--- src/rtl/lapd_tx_pkg.sv ---
package lapd_tx_pkg;
  typedef enum logic [2:0] {
    ST_IDLE,
    ST_OPEN,
    ST_DATA,
    ST_CRC,
    ST_CLOSE
  } tx_state_e;

  localparam logic [7:0]  FLAG_OCTET = 8'h7E;
  localparam logic [15:0] CRC_PRESET = 16'hFFFF;
  localparam logic [15:0] CRC_POLY_R = 16'h8408;  // x^16+x^12+x^5+1, reflected
endpackage

--- src/rtl/lapd_msg_ram.sv ---
module lapd_msg_ram #(
  parameter int AW = 7
) (
  input  logic          clk_i,
  input  logic          rst_ni,
  input  logic          we_i,
  input  logic          blk_i,
  input  logic [AW-1:0] waddr_i,
  input  logic [7:0]    wdata_i,
  input  logic [AW-1:0] raddr_i,
  output logic [7:0]    rdata_o
);
  localparam int DEPTH = 1 << AW;

  logic [7:0] mem_q [DEPTH];
  logic [7:0] wr_tgt;

  always_ff @(posedge clk_i) begin
    if (we_i && !blk_i) mem_q[waddr_i] <= wdata_i;
  end

  assign rdata_o = mem_q[raddr_i];
  assign wr_tgt  = mem_q[waddr_i];

  // blocked write leaves the addressed byte untouched
  a_r10_write_blocked: assert property (@(posedge clk_i) disable iff (!rst_ni)
    (we_i && blk_i) |=> mem_q[$past(waddr_i)] == $past(wr_tgt));
endmodule

--- src/rtl/lapd_crc16.sv ---
module lapd_crc16
  import lapd_tx_pkg::*;
(
  input  logic clk_i,
  input  logic rst_ni,
  input  logic init_i,
  input  logic upd_i,
  input  logic bit_i,
  input  logic shift_i,
  output logic fcs_bit_o
);
  logic [15:0] crc_q, crc_nxt;

  always_comb begin
    crc_nxt = {1'b0, crc_q[15:1]};
    if (crc_q[0] ^ bit_i) crc_nxt = crc_nxt ^ CRC_POLY_R;
  end

  always_ff @(posedge clk_i or negedge rst_ni) begin
    if (!rst_ni)      crc_q <= CRC_PRESET;
    else if (init_i)  crc_q <= CRC_PRESET;
    else if (upd_i)   crc_q <= crc_nxt;
    else if (shift_i) crc_q <= {1'b0, crc_q[15:1]};
  end

  assign fcs_bit_o = ~crc_q[0];

  a_r5_preset: assert property (@(posedge clk_i) disable iff (!rst_ni)
    init_i |=> crc_q == CRC_PRESET);
  a_r5_no_overlap: assert property (@(posedge clk_i) disable iff (!rst_ni)
    !(upd_i && shift_i));
endmodule

--- src/rtl/lapd_zero_stuff.sv ---
module lapd_zero_stuff #(
  parameter int RUN = 5
) (
  input  logic clk_i,
  input  logic rst_ni,
  input  logic clr_i,
  input  logic upd_i,
  input  logic bit_i,
  output logic stuff_o
);
  localparam int CW = $clog2(RUN + 1);

  logic [CW-1:0] ones_q;

  always_ff @(posedge clk_i or negedge rst_ni) begin
    if (!rst_ni)     ones_q <= '0;
    else if (clr_i)  ones_q <= '0;
    else if (upd_i)  ones_q <= bit_i ? ones_q + 1'b1 : '0;
  end

  assign stuff_o = (ones_q == CW'(RUN));

  // a run never grows past the limit, a zero is always inserted first
  a_r6_run_bound: assert property (@(posedge clk_i) disable iff (!rst_ni)
    ones_q <= CW'(RUN));
  a_r6_no_count_on_stuff: assert property (@(posedge clk_i) disable iff (!rst_ni)
    (stuff_o && !clr_i) |=> ones_q == CW'(RUN));
endmodule

--- src/rtl/lapd_tx.sv ---
module lapd_tx
  import lapd_tx_pkg::*;
#(
  parameter int AW        = 7,
  parameter int LEN_LONG  = 82,
  parameter int LEN_SHORT = 76,
  parameter int RUN       = 5
) (
  input  logic          clk_i,
  input  logic          rst_ni,
  input  logic          wr_en_i,
  input  logic [AW-1:0] wr_addr_i,
  input  logic [7:0]    wr_data_i,
  input  logic          len_sel_i,
  input  logic          start_i,
  input  logic          bit_req_i,
  output logic          bit_o,
  output logic          busy_o,
  output logic          done_irq_o
);
  tx_state_e     state_q, state_d;
  logic [3:0]    cnt_q, cnt_d;
  logic [AW-1:0] ptr_q, ptr_d, last_q, last_d;
  logic          done_q, done_d;

  logic       busy, start_ok, adv;
  logic [7:0] rd_data;
  logic       flag_bit, data_bit, fcs_bit, stuff, stuff_now, in_zone;
  logic       payload, out_bit;

  assign busy     = (state_q != ST_IDLE);
  assign start_ok = start_i && !busy;
  assign adv      = bit_req_i;

  lapd_msg_ram #(.AW(AW)) u_ram (
    .clk_i   (clk_i),
    .rst_ni  (rst_ni),
    .we_i    (wr_en_i),
    .blk_i   (busy),
    .waddr_i (wr_addr_i),
    .wdata_i (wr_data_i),
    .raddr_i (ptr_q),
    .rdata_o (rd_data)
  );

  assign flag_bit = FLAG_OCTET[cnt_q[2:0]];
  assign data_bit = rd_data[cnt_q[2:0]];
  assign in_zone  = (state_q == ST_DATA) || (state_q == ST_CRC) || (state_q == ST_CLOSE);
  assign stuff_now = stuff && in_zone;
  assign payload  = (state_q == ST_DATA) ? data_bit : fcs_bit;

  always_comb begin
    unique case (state_q)
      ST_DATA, ST_CRC: out_bit = stuff ? 1'b0 : payload;
      ST_CLOSE:        out_bit = stuff ? 1'b0 : flag_bit;
      default:         out_bit = flag_bit;
    endcase
  end

  lapd_crc16 u_crc (
    .clk_i     (clk_i),
    .rst_ni    (rst_ni),
    .init_i    (start_ok),
    .upd_i     (adv && (state_q == ST_DATA) && !stuff),
    .bit_i     (data_bit),
    .shift_i   (adv && (state_q == ST_CRC) && !stuff),
    .fcs_bit_o (fcs_bit)
  );

  lapd_zero_stuff #(.RUN(RUN)) u_stuff (
    .clk_i   (clk_i),
    .rst_ni  (rst_ni),
    .clr_i   (start_ok || (adv && stuff_now)),
    .upd_i   (adv && ((state_q == ST_DATA) || (state_q == ST_CRC)) && !stuff),
    .bit_i   (payload),
    .stuff_o (stuff)
  );

  always_comb begin
    state_d = state_q;
    cnt_d   = cnt_q;
    ptr_d   = ptr_q;
    last_d  = last_q;
    done_d  = 1'b0;
    unique case (state_q)
      ST_IDLE: begin
        if (start_ok) begin
          state_d = ST_OPEN;
          cnt_d   = '0;
          last_d  = len_sel_i ? AW'(LEN_LONG - 1) : AW'(LEN_SHORT - 1);
        end else if (adv) begin
          cnt_d = {1'b0, cnt_q[2:0] + 3'd1};
        end
      end
      ST_OPEN: begin
        if (adv) begin
          if (cnt_q == 4'd7) begin
            state_d = ST_DATA;
            cnt_d   = '0;
            ptr_d   = '0;
          end else begin
            cnt_d = cnt_q + 4'd1;
          end
        end
      end
      ST_DATA: begin
        if (adv && !stuff) begin
          if (cnt_q == 4'd7) begin
            cnt_d = '0;
            if (ptr_q == last_q) state_d = ST_CRC;
            else                 ptr_d   = ptr_q + 1'b1;
          end else begin
            cnt_d = cnt_q + 4'd1;
          end
        end
      end
      ST_CRC: begin
        if (adv && !stuff) begin
          if (cnt_q == 4'd15) begin
            state_d = ST_CLOSE;
            cnt_d   = '0;
          end else begin
            cnt_d = cnt_q + 4'd1;
          end
        end
      end
      ST_CLOSE: begin
        if (adv && !stuff) begin
          if (cnt_q == 4'd7) begin
            state_d = ST_IDLE;
            cnt_d   = '0;
            done_d  = 1'b1;
          end else begin
            cnt_d = cnt_q + 4'd1;
          end
        end
      end
      default: state_d = ST_IDLE;
    endcase
  end

  always_ff @(posedge clk_i or negedge rst_ni) begin
    if (!rst_ni) begin
      state_q <= ST_IDLE;
      cnt_q   <= '0;
      ptr_q   <= '0;
      last_q  <= AW'(LEN_SHORT - 1);
      done_q  <= 1'b0;
    end else begin
      state_q <= state_d;
      cnt_q   <= cnt_d;
      ptr_q   <= ptr_d;
      last_q  <= last_d;
      done_q  <= done_d;
    end
  end

  assign bit_o      = out_bit;
  assign busy_o     = busy;
  assign done_irq_o = done_q;

  a_r7_irq_idle: assert property (@(posedge clk_i) disable iff (!rst_ni)
    done_irq_o |-> !busy_o);
  a_r7_end_irq: assert property (@(posedge clk_i) disable iff (!rst_ni)
    $fell(busy_o) |-> done_irq_o);
  a_r7_one_pulse: assert property (@(posedge clk_i) disable iff (!rst_ni)
    done_irq_o |=> !done_irq_o);
  a_r8_hold: assert property (@(posedge clk_i) disable iff (!rst_ni)
    (!bit_req_i && !start_i) |=> $stable(bit_o));
  a_r9_start_ignored: assert property (@(posedge clk_i) disable iff (!rst_ni)
    (busy && start_i && !bit_req_i) |=> ($stable(state_q) && $stable(cnt_q) && $stable(ptr_q)));
  a_r4_len_held: assert property (@(posedge clk_i) disable iff (!rst_ni)
    busy |=> $stable(last_q));
endmodule

--- config.mk ---
export PLATFORM = sky130hd
export DESIGN_NAME = lapd_tx
export DESIGN_NICKNAME = d
export VERILOG_FILES = /design/src/rtl/lapd_tx_pkg.sv /design/src/rtl/lapd_msg_ram.sv /design/src/rtl/lapd_crc16.sv /design/src/rtl/lapd_zero_stuff.sv /design/src/rtl/lapd_tx.sv
export SDC_FILE = /design/constraint.sdc
export NUM_CORES = 1
export LEC_CHECK = 0
export BUFFER_PORTS_ARGS = -buffer_cell sky130_fd_sc_hd__buf_2
export CORE_UTILIZATION = 60
export DETAILED_ROUTE_END_ITERATION = 6
export PLACE_DENSITY = 0.77
export RECOVER_POWER = 50
export SYNTH_ARGS = -nofsm -noshare
export SYNTH_HDL_FRONTEND = slang
export SYNTH_SLANG_ARGS = --single-unit
--- constraint.sdc ---
create_clock -name clk_i -period 9.85 [get_ports clk_i]
set_input_delay 1.4775 -clock clk_i [delete_from_list [all_inputs] [get_ports clk_i]]
set_output_delay 1.4775 -clock clk_i [all_outputs]
set_load 0.02 [all_outputs]
==> flow_results.xml <==
<?xml version="1.0" encoding="UTF-8"?>
<metrics>
  <group name="run_status">
    <metric name="outcome" unit="">finished, violations left</metric>
    <metric name="failed_checks" unit="">capacitance limit, slew limit</metric>
  </group>
  <group name="grt">
    <metric name="antenna_violations_before_repair" unit="">4</metric>
    <metric name="number_of_global_route_vias_before_repair" unit="">21900</metric>
    <metric name="grt_usage" unit="%">29.1</metric>
    <metric name="wire_length_of_the_first_global_routing_pass" unit="mm">148</metric>
    <metric name="overflow_after_grt" unit="">0</metric>
    <metric name="grt_max_degree" unit="">138</metric>
  </group>
  <group name="synth">
    <metric name="ys_types" unit="">81</metric>
    <metric name="synth_enable_flop_cells" unit="">1024</metric>
    <metric name="mapped_cell_area" unit="um^2">42300</metric>
    <metric name="postSynthNetCount" unit="">2152</metric>
    <metric name="post_synth_mux_area_share" unit="%">14.4</metric>
    <metric name="synth_seq_cells" unit="">1060</metric>
    <metric name="synth_compound_gate_area_share" unit="%">4.50</metric>
    <metric name="synth_fa_ha_area_share" unit="%">0.148</metric>
    <metric name="synth.yosys.warnings" unit="">0</metric>
    <metric name="yosysSeqAreaShare" unit="%">74.9</metric>
    <metric name="async_flop_share" unit="%">3.40</metric>
    <metric name="synth_xor_xnor_area_share" unit="%">0.0622</metric>
    <metric name="netlist_instances" unit="">2126</metric>
    <metric name="synth_area_per_cell" unit="um^2">19.9</metric>
    <metric name="synth_simple_gate_area_share" unit="%">3.64</metric>
    <metric name="synth_top_family_by_area" unit="">multiplexers</metric>
    <metric name="synthFlopType" unit="">sky130_fd_sc_hd__edfxtp_1</metric>
  </group>
  <group name="timing">
    <metric name="timing.final.setup_violations" unit="">0</metric>
    <metric name="setup_tns" unit="ps">0</metric>
    <metric name="worst_slew_pin_slew" unit="ps">4470</metric>
    <metric name="setup_repair_after_global_routing_missed_its_margin" unit="">false</metric>
    <metric name="timing.final.crit_share" unit="%">73.8</metric>
    <metric name="timing.max_slew.rel_slack" unit="%">-198</metric>
    <metric name="fin_skew" unit="ps">30.4</metric>
    <metric name="final-max-slew-violation-count" unit="">1085</metric>
    <metric name="report.final.hold_viol_count" unit="">0</metric>
    <metric name="achievable-frequency" unit="MHz">138</metric>
    <metric name="finalCriticalPeriod" unit="ps">7270</metric>
    <metric name="postLayoutSetupSlackWorst" unit="ps">2580</metric>
    <metric name="fin_worst_hold_slack" unit="ps">506</metric>
  </group>
  <group name="detailed_routing">
    <metric name="wl" unit="mm">102</metric>
    <metric name="routed-wl-met3" unit="mm">12.7</metric>
    <metric name="routed-wl-met2" unit="mm">47.9</metric>
    <metric name="drt_iter0_markers" unit="">3236</metric>
    <metric name="post_drt_wl_per_cell" unit="um">32.0</metric>
    <metric name="ant_nets" unit="">0</metric>
    <metric name="top_layer" unit="">met5</metric>
    <metric name="first_pass_iters" unit="">6</metric>
    <metric name="vias" unit="">22100</metric>
    <metric name="drc" unit="">0</metric>
    <metric name="route.layer.met1.wl" unit="mm">37.4</metric>
    <metric name="detail_route.vias_per_cell" unit="">6.93</metric>
  </group>
  <group name="setup_path">
    <metric name="cp.arrival" unit="ps">5790</metric>
    <metric name="timing.critical_path.to_type" unit="">primary output</metric>
    <metric name="crit_required" unit="ps">8370</metric>
    <metric name="crit_fanout" unit="">137</metric>
    <metric name="setup.worst_path.start_class" unit="">flop</metric>
    <metric name="worst-setup-path-type" unit="">flop to primary output</metric>
  </group>
  <group name="die">
    <metric name="pin_count" unit="">24</metric>
    <metric name="dieHeight" unit="um">267</metric>
    <metric name="start_util" unit="%">61.1</metric>
    <metric name="die_area" unit="um^2">71500</metric>
    <metric name="coreArea" unit="um^2">69200</metric>
    <metric name="rows" unit="">96</metric>
    <metric name="die_width" unit="um">267</metric>
  </group>
  <group name="layout">
    <metric name="area_delta_synth_final" unit="%">9.16</metric>
    <metric name="final_nets" unit="">2199</metric>
    <metric name="diodes" unit="">0</metric>
    <metric name="fill_cells" unit="">4295</metric>
    <metric name="utilization" unit="%">66.7</metric>
    <metric name="final_layout_size_suffix_gt1_share" unit="%">18.3</metric>
    <metric name="leading_cell_type_in_the_layout_fill_and_taps_excluded" unit="">sky130_fd_sc_hd__edfxtp_1</metric>
    <metric name="commonest_cells_after_routing_fill_and_taps_aside" unit="">1024 x sky130_fd_sc_hd__edfxtp_1, 179 x sky130_fd_sc_hd__mux4_2, 166 x sky130_fd_sc_hd__nor2_1</metric>
  </group>
  <group name="job">
    <metric name="drv.max_cap_violation_count" unit="">17</metric>
  </group>
  <group name="pwr">
    <metric name="leakage" unit="uW">0.0143</metric>
    <metric name="ir_drop" unit="V">0.000220</metric>
    <metric name="cellPowerDensity" unit="nW/um^2">238</metric>
  </group>
  <group name="placement">
    <metric name="place_ws" unit="ps">3420</metric>
    <metric name="hpwlAfterDp" unit="mm">60.5</metric>
    <metric name="routabilityCongestion" unit="">0.934</metric>
    <metric name="place.port_buffers" unit="">23</metric>
  </group>
  <group name="worst_hold_path">
    <metric name="holdCritPathClass" unit="">flop to flop</metric>
  </group>
  <group name="clock_tree">
    <metric name="cts-resized-gates" unit="">0</metric>
    <metric name="clock_insertion_delay_worst_skew" unit="ps">670</metric>
    <metric name="ctsRootBufferMaster" unit="">sky130_fd_sc_hd__clkbuf_16</metric>
    <metric name="cts.path.max_buffers" unit="">3</metric>
    <metric name="clkTransAtPathRegs" unit="ps">70</metric>
    <metric name="cts.htree.levels" unit="">3</metric>
    <metric name="cts_made_buffers" unit="">101</metric>
    <metric name="cts_hold_buffers" unit="">0</metric>
    <metric name="tritoncts_clock_tree" unit="">built</metric>
    <metric name="postCtsSetupRepairBufs" unit="">0</metric>
    <metric name="clock_sink_count" unit="">1060</metric>
  </group>
</metrics>
==> per-layer routing <==
layer,GRT usage [%],up-vias
li1,-,8917
met1,41.0,11200
met2,45.0,1692
met3,6.63,253
met4,11.2,6
met5,0,-
==> cell usage after synthesis (3+ instances only) <==
cell | count | area share [%]
sky130_fd_sc_hd__o21ai_0 | 33 | 0.39
sky130_fd_sc_hd__or4_1 | 3 | 0.053
sky130_fd_sc_hd__ha_1 | 5 | 0.15
sky130_fd_sc_hd__o221ai_1 | 15 | 0.31
sky130_fd_sc_hd__mux4_2 | 179 | 9.5
sky130_fd_sc_hd__buf_1 | 3 | 0.027
sky130_fd_sc_hd__o22ai_1 | 11 | 0.16
sky130_fd_sc_hd__o21ai_1 | 6 | 0.071
sky130_fd_sc_hd__a211oi_1 | 13 | 0.23
sky130_fd_sc_hd__buf_4 | 22 | 0.39
sky130_fd_sc_hd__a2111oi_0 | 3 | 0.062
sky130_fd_sc_hd__o31ai_1 | 11 | 0.20
sky130_fd_sc_hd__dfstp_2 | 17 | 1.1
sky130_fd_sc_hd__nor4_1 | 4 | 0.059
sky130_fd_sc_hd__a22oi_1 | 48 | 0.85
sky130_fd_sc_hd__buf_12 | 6 | 0.28
sky130_fd_sc_hd__a31oi_1 | 8 | 0.12
sky130_fd_sc_hd__nand2_1 | 53 | 0.47
sky130_fd_sc_hd__mux4_1 | 30 | 1.9
sky130_fd_sc_hd__buf_6 | 19 | 0.51
sky130_fd_sc_hd__inv_1 | 11 | 0.098
sky130_fd_sc_hd__o211ai_1 | 5 | 0.089
sky130_fd_sc_hd__buf_8 | 12 | 0.43
sky130_fd_sc_hd__a221oi_1 | 20 | 0.41
sky130_fd_sc_hd__mux2_2 | 12 | 0.32
sky130_fd_sc_hd__edfxtp_1 | 1024 | 73
sky130_fd_sc_hd__nor2b_1 | 18 | 0.27
sky130_fd_sc_hd__nand3_1 | 26 | 0.31
sky130_fd_sc_hd__o22a_1 | 15 | 0.31
sky130_fd_sc_hd__clkbuf_1 | 27 | 0.24
sky130_fd_sc_hd__nor3_1 | 12 | 0.14
sky130_fd_sc_hd__nand3b_1 | 7 | 0.12
sky130_fd_sc_hd__clkbuf_4 | 5 | 0.089
sky130_fd_sc_hd__dfrtp_1 | 19 | 1.1
sky130_fd_sc_hd__a22o_1 | 14 | 0.29
sky130_fd_sc_hd__nor2_1 | 167 | 1.5
sky130_fd_sc_hd__buf_2 | 21 | 0.25
sky130_fd_sc_hd__mux2i_1 | 114 | 2.7
sky130_fd_sc_hd__a21oi_1 | 33 | 0.39
sky130_fd_sc_hd__and3_1 | 7 | 0.10
sky130_fd_sc_hd__nand4_1 | 9 | 0.13
sky130_fd_sc_hd__and2_1 | 9 | 0.13
==> report_power, final <==
| part | total (uW) | internal [uW] | switching, uW |
|---|---|---|---|
| clock network | 3840 | 2200 | 1630 |
| registers | 5160 | 5030 | 132 |
| logic | 2010 | 899 | 1110 |
==> through the flow <==
stage | power, uW | cells | cell area [um^2]
after detailed placement | 7220 | 3001 | 43000
final | 11000 | 3181 | 46100
after CTS | 11000 | 3181 | 46200
after floorplan | 6760 | 2126 | 42300
after global placement | 7190 | 3001 | 43000
after global routing | 11300 | 3181 | 46100
==> cell families (layout without fill, tap and decap cells) <==
logic type               count (synthesis)  after routing
XOR/XNOR                                 3              3
AO/OA/AOI/OAI                          262            262
adder cells (fa/ha/maj)                  5              5
multiplexers                           335            335
flip-flops                            1060           1060
AND/OR/NAND/NOR                        334            334
buffers and inverters                  127            251
==> final timing paths <==
path	end	cells after the start	from	slack [ps]
worst max-delay path	bit_o	12	ptr_q[1]	2580
worst min-delay path	last_q[3]	2	last_q[3]	510
worst max register to register	u_crc.crc_q[3]	11	ptr_q[0]	4780
worst min register to register	last_q[3]	2	last_q[3]	510
max in group asynchronous	ptr_q[1]	1	rst_ni	7190
min in group asynchronous	u_stuff.ones_q[0]	1	rst_ni	1320
==> final cells by class <==
class,instances,area [um^2],area share [%]
clock inverters,57,549,1.19
multi-input cells,939,9630,20.9
clock buffers,123,2700,5.84
flip-flops and latches,1060,31700,68.7
repair buffers,59,380,0.824
well taps,931,1160,2.52
inverters,12,45.0,0.0976
==> worst max-delay path, stage by stage, from the launching register on <==
cell                        delay, ps
sky130_fd_sc_hd__dfrtp_4          960
sky130_fd_sc_hd__buf_12           660
sky130_fd_sc_hd__nor2b_1          390
sky130_fd_sc_hd__a22o_1           300
sky130_fd_sc_hd__o311a_1          340
sky130_fd_sc_hd__o311ai_0         540
sky130_fd_sc_hd__nor4_1           150
sky130_fd_sc_hd__a2bb2oi_1        210
sky130_fd_sc_hd__nand4_1          210
sky130_fd_sc_hd__nand3_1          230
sky130_fd_sc_hd__a21boi_0         520
sky130_fd_sc_hd__a31o_2           250
sky130_fd_sc_hd__buf_2            160
==> sequential cells by signal, indices dropped and copies added, names as in the netlist <==
| register | flops |
|---|---|
| u_ram.mem_q | 1024 |
| u_crc.crc_q | 16 |
| ptr_q | 7 |
| cnt_q | 4 |
| state_q | 3 |
| u_stuff.ones_q | 3 |
| last_q | 2 |
| done_irq_o | 1 |
Power figures use the tool's default switching activity.
